## src/rtl/serial_mem_pkg.sv

```systemverilog
package serial_mem_pkg;

  localparam int BYTE_W = 8;

  typedef enum logic [3:0] {
    ST_IDLE,
    ST_DEV,
    ST_DEV_ACK,
    ST_WADDR,
    ST_WADDR_ACK,
    ST_WDATA,
    ST_WDATA_ACK,
    ST_RDATA,
    ST_RACK,
    ST_WAIT
  } busState_t;

  typedef struct packed {
    logic shiftRx;
    logic loadPtr;
    logic capture;
    logic commit;
    logic loadTx;
    logic shiftTx;
    logic incPtr;
  } memStrobe_t;

endpackage

```

## src/rtl/bus_edge_sampler.sv

```systemverilog
module bus_edge_sampler #(
  parameter int SYNC_STAGES = 2
) (
  input  logic clk,
  input  logic rstN,
  input  logic sclIn,
  input  logic sdaIn,
  output logic sclLevel,
  output logic sdaLevel,
  output logic sclRise,
  output logic sclFall,
  output logic startDet,
  output logic stopDet
);

  logic [SYNC_STAGES-1:0] sclPipe;
  logic [SYNC_STAGES-1:0] sdaPipe;
  logic sclPrev;
  logic sdaPrev;

  generate
    if (SYNC_STAGES == 1) begin : g_single
      always_ff @(posedge clk or negedge rstN) begin
        if (!rstN) begin
          sclPipe <= '1;
          sdaPipe <= '1;
        end else begin
          sclPipe <= sclIn;
          sdaPipe <= sdaIn;
        end
      end
    end else begin : g_chain
      always_ff @(posedge clk or negedge rstN) begin
        if (!rstN) begin
          sclPipe <= '1;
          sdaPipe <= '1;
        end else begin
          sclPipe <= {sclPipe[SYNC_STAGES-2:0], sclIn};
          sdaPipe <= {sdaPipe[SYNC_STAGES-2:0], sdaIn};
        end
      end
    end
  endgenerate

  always_ff @(posedge clk or negedge rstN) begin
    if (!rstN) begin
      sclPrev <= 1'b1;
      sdaPrev <= 1'b1;
    end else begin
      sclPrev <= sclLevel;
      sdaPrev <= sdaLevel;
    end
  end

  assign sclLevel = sclPipe[SYNC_STAGES-1];
  assign sdaLevel = sdaPipe[SYNC_STAGES-1];
  assign sclRise  = sclLevel && !sclPrev;
  assign sclFall  = !sclLevel && sclPrev;
  assign startDet = sclLevel && sclPrev && sdaPrev && !sdaLevel;
  assign stopDet  = sclLevel && sclPrev && !sdaPrev && sdaLevel;

endmodule

```

## src/rtl/mem_datapath.sv

```systemverilog
module mem_datapath
  import serial_mem_pkg::*;
#(
  parameter int ADDR_W      = 8,
  parameter int PROG_CYCLES = 625000
) (
  input  logic              clk,
  input  logic              rstN,
  input  memStrobe_t        strb,
  input  logic              sdaLevel,
  output logic [BYTE_W-1:0] rxByte,
  output logic              txMsb,
  output logic              busy
);

  localparam int DEPTH = 1 << ADDR_W;
  localparam int CNT_W = $clog2(PROG_CYCLES + 1);
  localparam logic [CNT_W-1:0] PROG_LAST = CNT_W'(PROG_CYCLES - 1);

  logic [BYTE_W-1:0] mem [DEPTH];
  logic [BYTE_W-1:0] txShift;
  logic [ADDR_W-1:0] ptr;
  logic [ADDR_W-1:0] pendAddr;
  logic [BYTE_W-1:0] pendData;
  logic [CNT_W-1:0]  progCnt;

  always_ff @(posedge clk or negedge rstN) begin
    if (!rstN) begin
      rxByte   <= '0;
      txShift  <= '0;
      ptr      <= '0;
      pendAddr <= '0;
      pendData <= '0;
    end else begin
      if (strb.shiftRx) rxByte <= {rxByte[BYTE_W-2:0], sdaLevel};
      if (strb.loadTx) txShift <= mem[ptr];
      else if (strb.shiftTx) txShift <= {txShift[BYTE_W-2:0], 1'b0};
      if (strb.loadPtr) ptr <= rxByte[ADDR_W-1:0];
      else if (strb.capture || strb.incPtr) ptr <= ptr + 1'b1;
      if (strb.capture) begin
        pendAddr <= ptr;
        pendData <= rxByte;
      end
    end
  end

  always_ff @(posedge clk or negedge rstN) begin
    if (!rstN) begin
      for (int i = 0; i < DEPTH; i++) mem[i] <= '0;
    end else if (strb.commit) begin
      mem[pendAddr] <= pendData;
    end
  end

  always_ff @(posedge clk or negedge rstN) begin
    if (!rstN) begin
      busy    <= 1'b0;
      progCnt <= '0;
    end else if (strb.commit) begin
      busy    <= 1'b1;
      progCnt <= PROG_LAST;
    end else if (busy) begin
      if (progCnt == '0) busy <= 1'b0;
      else progCnt <= progCnt - 1'b1;
    end
  end

  assign txMsb = txShift[BYTE_W-1];

  // the stop that commits a write opens the programming window
  p_commit_busy_r4: assert property (@(posedge clk) disable iff (!rstN)
    strb.commit |=> busy);

  // no data byte is taken in while programming
  p_no_capture_busy_r5: assert property (@(posedge clk) disable iff (!rstN)
    busy |-> !strb.capture);

  // the pointer wraps from the top location to zero
  p_ptr_wrap_r8: assert property (@(posedge clk) disable iff (!rstN)
    (strb.incPtr && !strb.loadPtr && ptr == '1) |=> ptr == '0);

endmodule

```

## src/rtl/mem_ctrl.sv

```systemverilog
module mem_ctrl
  import serial_mem_pkg::*;
#(
  parameter logic [6:0] DEV_ADDR = 7'b1010000
) (
  input  logic              clk,
  input  logic              rstN,
  input  logic              sclLevel,
  input  logic              sdaLevel,
  input  logic              sclRise,
  input  logic              sclFall,
  input  logic              startDet,
  input  logic              stopDet,
  input  logic [BYTE_W-1:0] rxByte,
  input  logic              txMsb,
  input  logic              busy,
  output memStrobe_t        strb,
  output logic              sdaOe
);

  localparam int CNT_W = $clog2(BYTE_W + 1);
  localparam logic [CNT_W-1:0] LAST_BIT = CNT_W'(BYTE_W);

  busState_t        state;
  logic [CNT_W-1:0] bitCnt;
  logic             ackDrive;
  logic             isRead;
  logic             pending;
  logic             masterAck;
  logic             noEvent;
  logic             byteDone;
  logic             rxState;
  logic             addrHit;

  assign noEvent  = !startDet && !stopDet;
  assign byteDone = (bitCnt == LAST_BIT);
  assign rxState  = (state == ST_DEV) || (state == ST_WADDR) || (state == ST_WDATA);
  assign addrHit  = (rxByte[BYTE_W-1:1] == DEV_ADDR) && !busy;

  always_ff @(posedge clk or negedge rstN) begin
    if (!rstN) begin
      state     <= ST_IDLE;
      bitCnt    <= '0;
      ackDrive  <= 1'b0;
      isRead    <= 1'b0;
      pending   <= 1'b0;
      masterAck <= 1'b0;
    end else if (startDet) begin
      state    <= ST_DEV;
      bitCnt   <= '0;
      ackDrive <= 1'b0;
      pending  <= 1'b0;
    end else if (stopDet) begin
      state    <= ST_IDLE;
      bitCnt   <= '0;
      ackDrive <= 1'b0;
      pending  <= 1'b0;
    end else begin
      unique case (state)
        ST_DEV, ST_WADDR, ST_WDATA: begin
          if (sclRise) begin
            bitCnt <= bitCnt + 1'b1;
          end else if (sclFall && byteDone) begin
            bitCnt <= '0;
            if (state == ST_DEV) begin
              if (addrHit) begin
                ackDrive <= 1'b1;
                isRead   <= rxByte[0];
                state    <= ST_DEV_ACK;
              end else begin
                state <= ST_WAIT;
              end
            end else if (state == ST_WADDR) begin
              ackDrive <= 1'b1;
              state    <= ST_WADDR_ACK;
            end else begin
              ackDrive <= 1'b1;
              pending  <= 1'b1;
              state    <= ST_WDATA_ACK;
            end
          end
        end
        ST_DEV_ACK: if (sclFall) begin
          ackDrive <= 1'b0;
          state    <= isRead ? ST_RDATA : ST_WADDR;
        end
        ST_WADDR_ACK, ST_WDATA_ACK: if (sclFall) begin
          ackDrive <= 1'b0;
          state    <= ST_WDATA;
        end
        ST_RDATA: begin
          if (sclRise) begin
            bitCnt <= bitCnt + 1'b1;
          end else if (sclFall && byteDone) begin
            bitCnt <= '0;
            state  <= ST_RACK;
          end
        end
        ST_RACK: begin
          if (sclRise) masterAck <= !sdaLevel;
          else if (sclFall) state <= masterAck ? ST_RDATA : ST_WAIT;
        end
        default: ;
      endcase
    end
  end

  always_comb begin
    strb.shiftRx = noEvent && sclRise && rxState;
    strb.loadPtr = noEvent && sclFall && byteDone && (state == ST_WADDR);
    strb.capture = noEvent && sclFall && byteDone && (state == ST_WDATA);
    strb.commit  = stopDet && pending;
    strb.loadTx  = noEvent && sclFall &&
                   (((state == ST_DEV_ACK) && isRead) || ((state == ST_RACK) && masterAck));
    strb.shiftTx = noEvent && sclFall && (state == ST_RDATA) && !byteDone;
    strb.incPtr  = noEvent && sclFall && (state == ST_RDATA) && byteDone;
  end

  assign sdaOe = ackDrive || ((state == ST_RDATA) && !txMsb);

  // drive changes follow a low clock unless a bus event forced them
  p_sda_scl_low_r10: assert property (@(posedge clk) disable iff (!rstN)
    (!$stable(sdaOe) && !$past(startDet) && !$past(stopDet)) |-> !$past(sclLevel));

  // after a refused address or a master NACK the line stays released
  p_wait_silent_r7: assert property (@(posedge clk) disable iff (!rstN)
    (state == ST_WAIT) |-> !sdaOe);

  // no acknowledge begins during programming
  p_no_ack_busy_r5: assert property (@(posedge clk) disable iff (!rstN)
    $rose(ackDrive) |-> !busy);

endmodule

```

## src/rtl/serial_mem_slave.sv

```systemverilog
module serial_mem_slave
  import serial_mem_pkg::*;
#(
  parameter logic [6:0] DEV_ADDR    = 7'b1010000,
  parameter int         ADDR_W      = 8,
  parameter int         PROG_CYCLES = 625000,
  parameter int         SYNC_STAGES = 2
) (
  input  logic clk,
  input  logic rstN,
  input  logic sclIn,
  input  logic sdaIn,
  output logic sdaOe,
  output logic busy
);

  logic sclLevel, sdaLevel, sclRise, sclFall, startDet, stopDet;
  logic [BYTE_W-1:0] rxByte;
  logic txMsb;
  memStrobe_t strb;

  bus_edge_sampler #(.SYNC_STAGES(SYNC_STAGES)) u_sampler (
    .clk(clk), .rstN(rstN), .sclIn(sclIn), .sdaIn(sdaIn),
    .sclLevel(sclLevel), .sdaLevel(sdaLevel), .sclRise(sclRise),
    .sclFall(sclFall), .startDet(startDet), .stopDet(stopDet)
  );

  mem_ctrl #(.DEV_ADDR(DEV_ADDR)) u_ctrl (
    .clk(clk), .rstN(rstN), .sclLevel(sclLevel), .sdaLevel(sdaLevel),
    .sclRise(sclRise), .sclFall(sclFall), .startDet(startDet), .stopDet(stopDet),
    .rxByte(rxByte), .txMsb(txMsb), .busy(busy), .strb(strb), .sdaOe(sdaOe)
  );

  mem_datapath #(.ADDR_W(ADDR_W), .PROG_CYCLES(PROG_CYCLES)) u_dp (
    .clk(clk), .rstN(rstN), .strb(strb), .sdaLevel(sdaLevel),
    .rxByte(rxByte), .txMsb(txMsb), .busy(busy)
  );

endmodule

```

## config.mk

```make
export PLATFORM = sky130hd
export DESIGN_NAME = serial_mem_slave
export DESIGN_NICKNAME = d
export VERILOG_FILES = /design/src/rtl/serial_mem_pkg.sv /design/src/rtl/bus_edge_sampler.sv /design/src/rtl/mem_datapath.sv /design/src/rtl/mem_ctrl.sv /design/src/rtl/serial_mem_slave.sv
export SDC_FILE = /design/constraint.sdc
export NUM_CORES = 2
export LEC_CHECK = 0
export ABC_CLOCK_PERIOD_IN_PS = 7400
export BUFFER_PORTS_ARGS = -buffer_cell sky130_fd_sc_hd__buf_2
export CORE_MARGIN = 10
export CORE_UTILIZATION = 35
export DETAILED_ROUTE_END_ITERATION = 10
export GPL_ROUTABILITY_DRIVEN = 0
export GPL_TIMING_DRIVEN = 0
export PLACE_DENSITY = 0.58
export SLEW_MARGIN = 20
export SYNTH_ARGS = -nofsm -noshare
export SYNTH_HDL_FRONTEND = slang
export SYNTH_HIERARCHICAL = 1
export SYNTH_SLANG_ARGS = --single-unit
```

## constraint.sdc

```tcl
create_clock -name clk -period 7.4 [get_ports clk]
set_clock_uncertainty 0.15 [all_clocks]
set_input_delay 1.11 -clock clk [delete_from_list [all_inputs] [get_ports clk]]
set_output_delay 1.11 -clock clk [all_outputs]
set_load 0.1 [all_outputs]
```

==> impl_metrics.yaml <==
clocking:
  cts_tree: "done"
  clock_sinks: 2127
  cts_root_buf: "clkbuf_16"
  cts_buffers: 225
  htree_levels: 4
  post_cts_buffers: 0
  ctsResizeCount: 0
  clk_pin_slew_worst_paths_ns: 0.07
  clkLatencyLatePin_ns: 0.90
  clockBufferDepth: 3
grt:
  grt_usage_pct: 27.2
  grt_pass1_wl_um: 565000
  grt-ovfl-total: 0
  antenna_found_initial: 37
  grt_max_degree: 141
  grt_pass1_vias: 65000
final_layout:
  drive_above_1_share_pct: 48.6
  syn_to_final_growth_pct: 15.3
  nets: 6638
timing:
  max_freq_mhz: 153
  finalCritPeriodShare_pct: 88.6
  setup_viol: 0
  grt_setup_unrepaired: "false"
  fin_tns_setup_ns: 0
  relSlewSlack_pct: 7.25
  hold_ws_ns: 0.174
  drv_slew: 0
  final-hold-violation-count: 0
  setup_slack_ns: 0.843
  worst_pin_slew_ns: 1.39
  period_minus_slack_ns: 6.56
setup_path:
  reg2reg_from: "u_dp/ptr[2]"
  r2r_setup_slack_ns: 0.84
  slowest_delay_ns: 1.05
  path_max_fanout: 10
  ff2ff_path_depth: 10
  crit_path_end_kind: "register"
  r2r-end: "u_dp/txShift[1]"
  crit_path_start_kind: "register"
  crit_type: "register to register"
  worstPathRequired_ns: 7.99
  path_cells: "buf_2 > buf_2 > buf_2 > buf_2 > clkbuf_1 > nor2_1 > a221oi_1 > o21ai_0 > a211oi_1 > o32ai_1"
  cp_common_cell: "buf_2"
  cp_slowest_cell: "clkbuf_1"
  arrival_ns: 7.14
power:
  irDropWorstVdd_uv: 240
  seq_power_share_pct: 48.6
  p_switching_mw: 5.43
  powerDensity_nw_per_um2: 216
  p_int_mw: 18.7
  p_leak_nw: 51.7
  switching_share_pct: 22.5
  p_comb_share_pct: 2.2
  clock_power_share_pct: 49.2
logic_synthesis:
  synth_area_leaders: "dfrtp_1, mux2_2, mux4_2, clkbuf_1, mux2i_1"
  yosysMostFrequentCell: "dfrtp_1"
  yosysSeqAreaShare_pct: 54.9
  synth_top_area_share_pct: 54.7
  yosysWarnings: 6
  async_reset_ff_share_pct: 100
  synth-seq-cells: 2127
  synthFlopType: "dfrtp_1"
  avgSynthCellArea_um2: 15.4
  synth.distinct_cells: 83
  yosysTopAreaCell: "dfrtp_1"
  synth_commonest_cells: "dfrtp_1, mux2_2, mux4_2"
  synth_nets: 6317
  netlist_area_um2: 97000
  netlist_instances: 6309
  synth-edff-count: 0
placement:
  io_buffer_count: 5
  place_ws_ns: 1.33
  dp_hpwl_um: 293000
detailed_routing:
  ant_nets: 0
  post-route-drc-count: 0
  drtIter0Drc: 9020
  wl_per_cell_um: 39.7
  vias_per_cell: 6.21
  vias: 65600
  wirelength_um: 420000
  firstDrtPassIters: 7
die:
  design.core.area_um2: 276000
  die-width_um: 547
  start_util_pct: 35.1
  pin_count: 6
  die_area_um2: 299000
  die_h_um: 547
  rows: 193
worst_hold_path:
  holdPathEnd: "u_sampler/sdaPipe[0]"
  worstHoldStart: "sdaIn"
  worstHoldPathCells: 1
  hold_path.class: "primary input to register"
job:
  max_cap_violations: 0
run_status:
  status: "complete, no violations"
==> through the flow <==
stage	total power, mW	std cells	instance area (µm²)	util (%)
6_report	24.1	10600	112000	40.5
5_1_grt	24.8	10500	112000	40.5
4_1_cts	24.3	10500	112000	40.4
3_5_place_dp	12.5	10100	104000	37.7
3_3_place_gp	12.5	10000	102000	36.8
2_1_floorplan	12.1	6309	97000	-
==> critical path, delay by kind of cell (launching register included) <==
kind	cells	cell delay, ns
buffers and inverters	5	3.53
AO/OA/AOI/OAI	4	1.80
AND/OR/NAND/NOR	1	0.57
flip-flops	1	0.31
==> final cells by class <==
cell class / instances / area (µm²)
fill: 25400 / 164000
sequential: 2127 / 53200
multi-input combinational: 3695 / 41700
clock buffer: 337 / 6660
tap: 3705 / 4640
buffer: 471 / 2310
timing repair buffer: 94 / 2150
clock inverter: 76 / 1030
antenna: 43 / 108
inverter: 16 / 60.1
==> layout by cell type (no fill, tap or decap), drive strengths merged, types with 7 or more instances in the layout <==
cell,n
dfrtp,2121
mux2,2095
clkbuf,683
mux4,497
nor2,233
buf,218
nand2,168
mux2i,113
a22oi,90
a21oi,51
clkinv,49
diode,43
o21ai,39
nand3,35
o22ai,30
a221oi,30
nor3,30
nor2b,26
nand2b,21
bufinv,20
inv,20
o211ai,14
a22o,13
xnor2,13
xor2,12
nand4,12
o221ai,11
and2,11
nor4,10
a211oi,9
nor3b,8
a2111oi,8
a31oi,7
or3,7
o31ai,7
==> per-layer routing <==
layer	global-route usage (%)	vias to the layer above	share of wire, %
li1	-	24300	-
met1	34.3	35600	38
met2	38.1	4309	41
met3	10.7	1315	12
met4	19.1	18	8.5
met5	0.364	-	0.061
==> cells by family (layout without fill, tap and decap cells) <==
group,Yosys count,count (layout),share of synthesized area (%)
DFF,2127,2127,54.9
AOI/OAI and AO/OA,357,357,2.67
adders and majority gates,4,4,0.0516
other,0,43,0
muxes,2705,2705,37.0
xor gates and xnor gates,25,25,0.226
and+or+nand+nor,604,604,2.90
buffers and inverters,487,994,2.29
==> power by group through the flow <==
stage / Clock [mW] / Combinational [mW] / Sequential (mW)
after floorplan: 0 / 0.213 / 11.9
after global placement: 0 / 0.490 / 12.0
after detailed placement: 0 / 0.538 / 11.9
after CTS: 12.0 / 0.541 / 11.7
after global routing: 12.5 / 0.602 / 11.7
final: 11.9 / 0.532 / 11.7
==> how the worst max path moves through the flow <==
stage | startpoint | endpoint | depth (start not counted)
after global placement | rstN | u_dp/mem[1089] | 1
final | u_dp/ptr[2] | u_dp/txShift[1] | 10
after global routing | u_dp/ptr[1] | u_dp/txShift[4] | 10
after floorplan | u_ctrl/state[0] | sdaOe | 4
after detailed placement | u_dp/ptr[1] | u_dp/txShift[5] | 11
after CTS | u_dp/ptr[1] | u_dp/txShift[5] | 11
==> sequential cells by signal (all words and copies together) (netlist names), 4 cells and up <==
register / cells
u_ctrl/bitCnt: 4
u_dp/progCnt: 20
u_ctrl/state: 4
u_dp/rxByte: 8
u_dp/mem: 2048
u_dp/txShift: 8
u_dp/ptr: 8
u_dp/pendData: 8
u_dp/pendAddr: 8
==> what timing repair did <==
action	4_1_cts	5_1_grt
hold endpoints to repair	36	0
hold buffers	1	0
setup endpoints to repair	0	0
(Power assumes the default switching activity.)
